### src/rtl/backoff_lock_agent.sv
module backoff_lock_agent #(
  parameter int MIN_DELAY = 2,
  parameter int MAX_DELAY = 16,
  parameter logic [15:0] SEED = 16'h1D2B
) (
  input  logic       clk,
  input  logic       rst_n,
  input  logic       acq_req,
  input  logic       rel_req,
  output logic       held,
  output logic       bus_req,
  output logic [1:0] bus_op,
  input  logic       bus_gnt,
  input  logic       rsp_valid,
  input  logic       rsp_data
);
  localparam int DW = $clog2(MAX_DELAY) + 1;

  typedef enum logic [2:0] {S_IDLE, S_LURK, S_POUNCE, S_WAIT, S_HELD, S_FREE} state_t;

  state_t        state;
  logic [15:0]   lfsr;
  logic [DW-1:0] dly, cnt;
  logic          issued;
  logic          rsp_ok;

  assign rsp_ok  = rsp_valid && issued;
  assign held    = (state == S_HELD);
  assign bus_req = (state == S_LURK) || (state == S_POUNCE) || (state == S_FREE);
  assign bus_op  = (state == S_POUNCE) ? 2'b01 : (state == S_FREE) ? 2'b10 : 2'b00;

  always_ff @(posedge clk or negedge rst_n)
    if (!rst_n) lfsr <= SEED;
    else        lfsr <= {lfsr[14:0], lfsr[15] ^ lfsr[13] ^ lfsr[12] ^ lfsr[10]};

  always_ff @(posedge clk or negedge rst_n)
    if (!rst_n)                   issued <= 1'b0;
    else if (!bus_req || rsp_ok)  issued <= 1'b0;
    else if (bus_gnt)             issued <= 1'b1;

  always_ff @(posedge clk or negedge rst_n) begin
    if (!rst_n) begin
      state <= S_IDLE;
      dly   <= DW'(MIN_DELAY);
      cnt   <= '0;
    end else begin
      case (state)
        S_IDLE: if (acq_req) begin
          dly   <= DW'(MIN_DELAY);
          state <= S_LURK;
        end
        S_LURK: if (rsp_ok && !rsp_data) state <= S_POUNCE;
        S_POUNCE: if (rsp_ok) begin
          if (!rsp_data) state <= S_HELD;
          else begin
            cnt   <= lfsr[DW-1:0] & (dly - DW'(1));
            if (dly < DW'(MAX_DELAY)) dly <= dly << 1;
            state <= S_WAIT;
          end
        end
        S_WAIT: if (cnt == '0) state <= S_LURK;
                else           cnt   <= cnt - DW'(1);
        S_HELD: if (rel_req) state <= S_FREE;
        S_FREE: if (rsp_ok) state <= S_IDLE;
        default: state <= S_IDLE;
      endcase
    end
  end
endmodule


### config.mk
export PLATFORM = sky130hd
export DESIGN_NAME = backoff_lock_agent
export DESIGN_NICKNAME = d
export VERILOG_FILES = /design/src/rtl/backoff_lock_agent.sv
export SDC_FILE = /design/constraint.sdc
export NUM_CORES = 1
export LEC_CHECK = 0
export ABC_AREA = 1
export CORE_UTILIZATION = 40
export DETAILED_ROUTE_END_ITERATION = 8
export SLEW_MARGIN = 0
export SYNTH_ARGS = -nofsm -noshare
export SYNTH_HDL_FRONTEND = slang
export SYNTH_SLANG_ARGS = --single-unit
### constraint.sdc
create_clock -name clk -period 2.8 [get_ports clk]
set_clock_uncertainty 0.05 [all_clocks]
set_input_delay 0.56 -clock clk [delete_from_list [all_inputs] [get_ports clk]]
set_output_delay 0.56 -clock clk [all_outputs]
set_load 0.01 [all_outputs]
# Word-level counts from Yosys, hierarchy flattened
# Cells that the tools add are included.
totals:
  register_bits: 30
  out_inout_bits: 4
  elab_cells: 62
classes:
  addsub: 2
  order_cmp: 1
  eq_ne: 14
  muxes: 21
  n_bitwise: 4
  reduce_logical: 15
ops:
  columns: ["operator", "count"]
  rows:
  - ["5-bit two-way mux", 7]
  - ["3-bit two-way mux", 7]
  - ["5-bit case mux with 2 select lines", 2]
  - ["3-bit case mux with 6 select lines", 1]
  - ["2-bit != test (second input constant)", 7]
  - ["5-bit by 1-bit subtractor with 5-bit output (second input constant)", 2]
  - ["3-bit by 2-bit equality test with 1-bit output (second input constant)", 2]
  - ["3-bit equality test (second input constant)", 2]
  - ["6-bit AND reduction", 1]
  - ["2-bit nonzero test", 3]
  - ["5-bit bitwise AND", 1]
  - ["5-bit zero test", 1]
  - ["5-bit less-than comparator (second input constant)", 1]
  - ["5-bit AND reduction", 1]
  - ["2-bit two-way mux", 2]
  - ["2-bit by 1-bit != test with 1-bit output (second input constant)", 2]
  - ["4-bit AND reduction", 1]
  - ["3-bit by 1-bit equality test with 1-bit output (second input constant)", 1]
  - ["3-bit zero test", 1]
  - ["1-bit logical OR", 3]
  - ["1-bit XOR", 3]
  - ["1-bit logical AND", 2]
  - ["1-bit zero test", 2]
  - ["1-bit two-way mux", 2]

# Longest topological paths before layout
# Gate-level depths: netlist of the first run.
depth:
  ltp_word: 6
  mapped_depth: 9
  depth_no_buf: 9

# Least setup slack after synthesis of the first run
# OpenSTA, ideal clock, no wires.
synth_timing:
  path_type: "flip-flop to output port"
  start: "register state[0]"
  end: "output port bus_op[1]"
  arrival_time_ps: 876
  required_ps: 2190
  slack_ps: 1314
  stages_incl_launch_ff: 5
  path_cell_list: "dfrtp_1 inv_2 nor2_1 inv_1 nor2_1"
synth_via:
  elab_chain_cells: 3
  word_cells_on_any_way: 4
  cone_classes: "2 x eq/ne; 2 x mux"
synth_rtl:
  columns: ["element", "line", "text"]
  rows:
  - ["start: declaration", "21", "state_t state;"]
  - ["start signal: assignment", "43", "state <= S_IDLE;"]
  - ["start signal: assignment", "50", "state <= S_LURK;"]
  - ["start signal: assignment", "52", "S_LURK: if (rsp_ok && !rsp_data) state <= S_POUNCE;"]
  - ["3-bit equality test", "30", "assign bus_op = (state == S_POUNCE) ? 2'b01 : (state == S_FREE) ? 2'b10 : 2'b00;"]
  - ["2-bit two-way mux", "30", null]
  - ["2-bit two-way mux *", "30", null]
  - ["end: declaration", "12", "output logic [1:0] bus_op,"]
# Mark *: on every way between the ends. The rest lies on a longest branch, timed or not.

# Worst setup path after layout of the first run
# Same ends and word-level chain as after synthesis.

==> impl_metrics.toml, run 1 <==
[synth]
synth_top_area_share_pct = 37.0
yosys.area.top_type = "dfrtp_1"
yosys_most_used_dff = "dfrtp_1"
syn_area_sq_um = 1350
seq_area_frac_synth_pct = 54.4
synth_seq_cells = 29
netlist-cell-type-count = 22
synth_cells = 150
synth.most_common_cell = "nand2_1"
synth_nets = 159
synthTopCellsByCount = "nand2_1 (48), dfrtp_1 (20), inv_1 (14), o21ai_0 (12)"
synth-edff-count = 0
yosysWarnings = 0
synthTopCellsByArea = "dfrtp_1 (37%), dfstp_2 (17%), nand2_1 (13%)"
async_reset_ff_share_pct = 100
syn_avg_cell_area_sq_um = 9.03

[timing]
setup_slack_ps = 425
fin_hold_ws_ps = 309
slew_violations = 0
fin_crit_sh_pct = 84.8
hold_violations = 0
timing.fmax_ghz = 0.421
max_slew_margin_pct = 76.4
rsz0062_at_grt = "false"
setup_viol = 0
setup_tns_ps = 0
worstMarginPinSlew_ps = 355
min_period_ps = 2370

[routing]
num_vias = 992
drt.antenna.violating_nets = 0
drt_iter0_markers = 10
viasPerCell = 4.66
drt_wl_total_microns = 2430
wl_per_cell_microns = 11.4
drcViolationCount = 0
first_pass_iters = 4

[critical_path]
required_ps = 2190
start_kind = "flip-flop"
cp_common_cell = "nor2_1"
crit_buf_inv = 3
critPathKind = "flip-flop to primary output"
critPathSlowestCell = "clkdlybuf4s50_1"
worst_path_dominant_cell_family = "buffers and inverters"
path_cells = "inv_2, nor2_1, inv_1, nor2_1, clkdlybuf4s50_1"
critPathMaxStageDelay_ps = 540
reg2reg_slack_ps = 1340
r2r_end = "state[2]$_DFFE_PN0P_"
cp_max_fo = 6
r2r-start = "cnt[0]$_DFFE_PN0P_"
critPathCaptureType = "primary output"
critPathArrivalTime_ps = 1760
reg2regPathDepth = 7

[clock_tree]
postCtsSetupBuffers = 0
cts_buffer_depth = 2
clock_sinks = 29
tritoncts = "done"
hold_buffers = 0
cts_made_buffers = 5
post_cts_resized = 0
cts-root-buf = "clkbuf_4"
clk_latency_ps = 330
htree_levels = 2
path_clk_slew_ps = 90

[power_and_ir_drop]
swShare_pct = 39.7
pwr-share-comb_pct = 41.1
p_int_uw = 949
sequentialPowerShare_pct = 36.1
power.density_nw_per_um2 = 982
p_sw_uw = 624
power.share.clock_pct = 22.8
leakagePower_nw = 0.794
peakVddDrop_v = 0.000442
power_mw = 1.57

[placement]
dp_hpwl_microns = 1730
port_buffers = 10
dp.cells = 205
post-place-ws_ps = 800
gp_congestion = 0.824

[global_routing]
antenna_found_initial = 0
grt_use_total_pct = 15.8
grt_pass1_vias = 967
use_met2_pct = 24.8
grt_use_met1_pct = 19.3
grt.overflow.total = 0
grt_busiest_layer = "met2"
grt_max_degree = 30
grt_pass1_wl_microns = 4080
grt_use_met3_pct = 5.19

[worst_hold_path]
hp-class = "flip-flop to flip-flop"
min_path_cells = 0
min_from = "lfsr[11]$_DFF_PN1_"
min_to = "lfsr[12]$_DFF_PN1_"

[cells_and_area]
drive_above_1_share_pct = 18.3
syn_to_final_growth_pct = 18.3
nFillCells = 299
diodes = 0
finalNonFillerCells = 213
nets = 177

[floorplanning]
num_rows = 20
num_io_pins = 11
die_h_microns = 60.2
dieWidth_microns = 60.2
dieArea_sq_um = 3620
start_util_pct = 43.3
core_area_sq_um = 3130

[run]
cap_violations = 0

[outcome]
outcome = "finished, final reports clean"
-- per-stage QoR --
step | utilization (%) | instance area [sq um]
floorplan | - | 1350
global placement | 48.5 | 1520
detailed placement | 48.5 | 1520
CTS | 51.2 | 1600
global route | 51.2 | 1600
finish | 51.2 | 1600
-- sequential cells by signal (all words and copies together) (netlist names) --
register,flops
lfsr,16
cnt,5
dly,4
state,3
issued,1
-- worst register-to-register path, cell delays in order (launching register included) --
cell and delay [ps]:
dfrtp_1 410, inv_1 90, ha_1 210, nand3_1 140, nand2_2 90, nand2_1 90, o21ai_0 200, nand2_1 70
-- area by class of cell --
cell class	instances	area, sq um	share of cell area [%]
timing repair buffer	11	108	6.72
sequential	29	737	46.0
clock buffer	7	55.1	3.44
multi-input combinational	103	542	33.8
tap	44	55.1	3.44
inverter	18	75.1	4.69
clock inverter	1	30.0	1.87
-- cells in the final DEF (no fill, tap or decap), types with 5 or more instances in the layout --
cell type        count
dfstp_2              9
o21ai_0             12
nand3_1              9
nor2_1               9
clkbuf_4             5
nand4_1              5
nand2_1             48
dfrtp_1             20
clkdlybuf4s50_1     10
inv_1               14
-- power by group through the flow --
stage	clock network (mW)	logic, mW	registers (mW)
2_1_floorplan	0	0.494	0.558
6_report	0.359	0.646	0.568
4_1_cts	0.368	0.654	0.568
3_5_place_dp	0	0.649	0.574
3_3_place_gp	0	0.633	0.572
5_1_grt	0.384	0.740	0.578
-- cell families after synthesis --
kind of cell	after synthesis	share of synthesized area [%]
AOI/OAI and AO/OA	14	6.01
xor gates and xnor gates	5	3.24
adders and majority gates	2	1.85
buffers and inverters	18	5.55
DFF	29	54.4
and+or+nand+nor	82	28.9
-- layer usage --
metal,part of all wire (%),vias up
met1,47,457
met5,0,-
li1,-,510
met2,46,21
met3,5.3,4
met4,1.5,0
-- worst max path at each step --
stage                         startpoint         to  slack, ps  cells after the start
floorplan           state[0]$_DFFE_PN0P_  bus_op[1]       1310                      4
global placement    state[0]$_DFFE_PN0P_  bus_op[1]        800                      5
detailed placement  state[0]$_DFFE_PN0P_  bus_op[1]        800                      5
CTS                 state[0]$_DFFE_PN0P_  bus_op[1]        420                      5
global route        state[0]$_DFFE_PN0P_  bus_op[1]        310                      5
finish              state[0]$_DFFE_PN0P_  bus_op[1]        430                      5
Power figures use the tool's default switching activity.
==> inputs of run 2 (changes only) <==
==> constraint.sdc (replaced) <==
create_clock -name clk -period 1.9 [get_ports clk]
set_clock_uncertainty 0.05 [all_clocks]
set_input_delay 0.38 -clock clk [delete_from_list [all_inputs] [get_ports clk]]
set_output_delay 0.38 -clock clk [all_outputs]
set_load 0.01 [all_outputs]
==> impl_metrics.toml, run 2 (synthesis gave the netlist of run 1 again) <==
[cells_and_area]
reg_top3 = "lfsr: 16 flops, cnt: 5 flops, dly: 4 flops"
final_cell_mix = "nand2_1 (48), dfrtp_1 (19), inv_1 (14)"
nets = 184
top_register = "lfsr"
syn_to_final_growth_pct = 20.2
drive_above_1_share_pct = 25.0
largest_reg_flops = 16
diodes = 0
final_common_cell = "nand2_1"
nFillCells = 302
final_util_pct = 52.0

[timing]
setup_viol = 0
slew_violations = 0
hold_violations = 0
rsz0062_at_grt = "false"
max_slew_margin_pct = 76.5
fin_crit_sh_pct = 95.6
timing.fmax_ghz = 0.551
fin_hold_ws_ps = 299
min_period_ps = 1820
worstMarginPinSlew_ps = 352

[clock_tree]
cts_buffer_depth = 2
tritoncts = "done"
htree_levels = 2
path_clk_slew_ps = 100
hold_buffers = 0
cts-root-buf = "clkbuf_4"
clock_sinks = 29
clk_latency_ps = 330
cts_made_buffers = 5

[power_and_ir_drop]
peakVddDrop_v = 0.000574
power.density_nw_per_um2 = 1380
power_mw = 2.24
leakagePower_nw = 0.827

[routing]
drcViolationCount = 0
viasPerCell = 4.66
first_pass_iters = 4
drt.antenna.violating_nets = 0
drt_wl_total_microns = 2420
num_vias = 1025
wl_per_cell_microns = 11.0
drt_iter0_markers = 30

[floorplanning]
dieArea_sq_um = 3620
die_h_microns = 60.2
core_area_sq_um = 3130
num_io_pins = 11
start_util_pct = 43.3
num_rows = 20
dieWidth_microns = 60.2

[critical_path]
cp_max_fo = 8
r2r-start = "cnt[0]$_DFFE_PN0P_"
critPathCaptureType = "primary output"
critPathArrivalTime_ps = 1390
critPathKind = "flip-flop to primary output"
reg2regPathDepth = 7
start_kind = "flip-flop"
required_ps = 1470
r2r_end = "state[2]$_DFFE_PN0P_"
reg2reg_slack_ps = 430

[global_routing]
antenna_found_initial = 0
grt_pass1_vias = 960
grt_use_total_pct = 16.0
grt.overflow.total = 0
grt_pass1_wl_microns = 4020
grt_max_degree = 30

[worst_hold_path]
hp-class = "flip-flop to flip-flop"
min_from = "lfsr[14]$_DFF_PN0_"
min_to = "lfsr[15]$_DFF_PN0_"
min_path_cells = 0

[placement]
dp_hpwl_microns = 1730
port_buffers = 10
gp_congestion = 0.846

[outcome]
outcome = "finished, final reports clean"

[run]
cap_violations = 0
## run 2: cell count changes in the layout (fill, tap and decap cells not counted), sizes merged
cell           change
buf                +8
dlygate4sd2        +1
bufinv             -1
clkdlybuf4s50      -4
clkinv             +2
clkbuf             +1
## run 2: layout make-up
type,count,area (sq um),area share [%]
clock buffer,6,41.3,2.54
timing repair buffer,18,156,9.61
multi-input combinational,103,552,33.9
clock inverter,2,10.0,0.615
inverter,18,75.1,4.61
tap,44,55.1,3.38
sequential,29,738,45.3
## run 2: metrics by stage
stage / TNS [ps] / instances / worst slack, ps / cell area (sq um)
2_1_floorplan: 0 / 150 / 594 / 1350
3_3_place_gp: 0 / 206 / 81.8 / 1520
3_5_place_dp: 0 / 206 / 74.6 / 1520
4_1_cts: -11.0 / 219 / -11.0 / 1630
5_1_grt: 0 / 220 / 6.60 / 1630
6_report: 0 / 220 / 84.5 / 1630
## run 2: per-layer routing
metal	share of wire [%]	global-route usage (%)
met5	0	0
met4	1.7	8.31
met3	5.1	7.36
met2	49	26.2
met1	44	17.0
## run 2: repair_timing
| action | in CTS | in global routing |
|---|---|---|
| gates cloned | 0 | 0 |
| pin swaps | 0 | 0 |
| setup buffers | 5 | 1 |
| gates resized for setup | 10 | 5 |
| setup endpoints to repair | 4 | 2 |
| endpoints found under the hold margin | 0 | 0 |
## run 2: where the power goes
| part | internal, mW | total (mW) | leakage (nW) | switching, mW |
|---|---|---|---|---|
| registers | 0.728 | 0.822 | 0.364 | 0.0933 |
| clock network | 0.141 | 0.351 | 0.0320 | 0.211 |
| logic | 0.432 | 1.07 | 0.431 | 0.634 |
## run 2: how the worst max path moves through the flow
stage	from	slack, ps	end	cells past startpoint
floorplan	state[0]$_DFFE_PN0P_	590	bus_op[1]	4
global placement	state[0]$_DFFE_PN0P_	80	bus_op[1]	5
detailed placement	state[0]$_DFFE_PN0P_	70	bus_op[1]	5
CTS	state[1]$_DFFE_PN0P_	-10	bus_op[1]	5
global route	state[0]$_DFFE_PN0P_	7	bus_op[0]	4
finish	state[0]$_DFFE_PN0P_	80	bus_op[0]	4
## run 2: critical path, stage by stage, from the launching register on
cell and delay, ps:
dfrtp_1 420, inv_2 140, nand3_4 140, inv_4 90, dlygate4sd2_1 260
==> inputs of run 3 (changes only) <==
--- a/config.mk
+++ b/config.mk
@@ -8,6 +8,7 @@
 export ABC_AREA = 1
 export CORE_UTILIZATION = 40
 export DETAILED_ROUTE_END_ITERATION = 8
+export HOLD_SLACK_MARGIN = 0.06
 export SLEW_MARGIN = 0
 export SYNTH_ARGS = -nofsm -noshare
 export SYNTH_HDL_FRONTEND = slang
==> constraint.sdc (replaced) <==
create_clock -name clk -period 2.35 [get_ports clk]
set_clock_uncertainty 0.05 [all_clocks]
set_input_delay 0.47 -clock clk [delete_from_list [all_inputs] [get_ports clk]]
set_output_delay 0.47 -clock clk [all_outputs]
set_load 0.01 [all_outputs]
==> impl_metrics.toml, run 3 (synthesis gave the netlist of run 1 again) <==
[outcome]
outcome = "finished, final reports clean"

[critical_path]
start_kind = "flip-flop"
critPathSlowestCell = "clkdlybuf4s50_1"
worst_path_dominant_cell_family = "buffers and inverters"
path_cells = "nor2_1, inv_1, nor2_1, clkdlybuf4s50_1"
critPathMaxStageDelay_ps = 540
cp_common_cell = "nor2_1"
critPathKind = "flip-flop to primary output"
critPathArrivalTime_ps = 1740
critPathCaptureType = "primary output"
cp_max_fo = 7
crit_buf_inv = 2
required_ps = 1830

[timing]
setup_slack_ps = 93.4
min_period_ps = 2260
worstMarginPinSlew_ps = 354
timing.fmax_ghz = 0.443
max_slew_margin_pct = 76.4
slew_violations = 0
rsz0062_at_grt = "false"
fin_crit_sh_pct = 96.0
setup_tns_ps = 0
hold_violations = 0
fin_hold_ws_ps = 309
setup_viol = 0

[floorplanning]
die_h_microns = 60.2
num_io_pins = 11
dieWidth_microns = 60.2
start_util_pct = 43.3
core_area_sq_um = 3130
dieArea_sq_um = 3620
num_rows = 20

[power_and_ir_drop]
leakagePower_nw = 0.789
peakVddDrop_v = 0.000511
p_sw_uw = 727
power.share.clock_pct = 19.1
pwr-share-comb_pct = 42.8
sequentialPowerShare_pct = 38.1
swShare_pct = 40.9
power.density_nw_per_um2 = 1120
p_int_mw = 1.05
power_mw = 1.78

[clock_tree]
cts_buffer_depth = 2
cts-root-buf = "clkbuf_4"
clock_sinks = 29
clk_latency_ps = 320
path_clk_slew_ps = 90
post_cts_resized = 0
htree_levels = 2
tritoncts = "done"
cts_made_buffers = 5
hold_buffers = 0
postCtsSetupBuffers = 0

[global_routing]
grt_pass1_vias = 964
grt.overflow.total = 0
grt_use_total_pct = 15.4
grt_pass1_wl_microns = 3980
grt_max_degree = 30
antenna_found_initial = 0

[routing]
drt_iter0_markers = 13
num_vias = 990
drt.antenna.violating_nets = 0
first_pass_iters = 4
wl_per_cell_microns = 10.9
drcViolationCount = 0
drt_wl_total_microns = 2330
viasPerCell = 4.65

[placement]
placed_cell_area_sq_um = 1520
dp_hpwl_microns = 1710
post-place-ws_ps = 451
port_buffers = 10
dp.cells = 205
gp_congestion = 0.824

[cells_and_area]
final_util_pct = 50.8
final_common_cell = "nand2_1"
largest_reg_flops = 16
nets = 177
finalNonFillerCells = 213
syn_to_final_growth_pct = 17.3
final_cell_mix = "nand2_1 (48), dfrtp_1 (19), inv_1 (14)"
fin_area_sq_um = 1590
reg_top3 = "lfsr: 16 flops, cnt: 5 flops, dly: 4 flops"
drive_above_1_share_pct = 19.5
diodes = 0
top_register = "lfsr"

[run]
cap_violations = 0

[worst_hold_path]
hp-class = "flip-flop to flip-flop"
## run 3: cell types whose count changed in the layout (fill, tap and decap cells not counted), moves of 2 or more
cell,delta
clkdlybuf4s50_1,+4
nor2_1,+2
clkbuf_2,-2
clkbuf_8,+2
buf_4,-6
## run 3: metal layers
| layer | track usage (%) | up-vias | share of wire [%] |
|---|---|---|---|
| met4 | 7.97 | 0 | 1.5 |
| met5 | 0 | - | 0 |
| met1 | 18.2 | 458 | 49 |
| li1 | - | 512 | - |
| met2 | 24.6 | 16 | 45 |
| met3 | 5.19 | 4 | 4.1 |
## run 3: final timing paths
check | from | to | slack, ps | cells after the start
hold / removal | lfsr[11]$_DFF_PN1_ | lfsr[12]$_DFF_PN1_ | 310 | 0
max in group asynchronous | rst_n | lfsr[8]$_DFF_PN1_ | 1470 | 2
setup / recovery | state[1]$_DFFE_PN0P_ | bus_op[1] | 90 | 4
setup reg to reg | cnt[0]$_DFFE_PN0P_ | state[0]$_DFFE_PN0P_ | 920 | 7
min in group asynchronous | rst_n | lfsr[2]$_DFF_PN0_ | 470 | 2
hold reg to reg | lfsr[11]$_DFF_PN1_ | lfsr[12]$_DFF_PN1_ | 310 | 0
## run 3: power groups by stage
| stage | registers (mW) | clock network (mW) | logic [mW] |
|---|---|---|---|
| floorplan | 0.665 | 0 | 0.589 |
| global placement | 0.681 | 0 | 0.754 |
| detailed placement | 0.682 | 0 | 0.770 |
| CTS | 0.673 | 0.353 | 0.773 |
| global route | 0.690 | 0.372 | 0.870 |
| finish | 0.677 | 0.339 | 0.761 |
## run 3: cell type report
| cell class | count | area (sq um) |
|---|---|---|
| Clock buffer | 7 | 65.1 |
| Clock inverter | 1 | 5.00 |
| Fill cell | 312 | 1540 |
| Inverter | 18 | 75.1 |
| Multi-Input combinational cell | 103 | 542 |
| Sequential cell | 29 | 738 |
| Tap cell | 44 | 55.1 |
| Timing Repair Buffer | 11 | 108 |
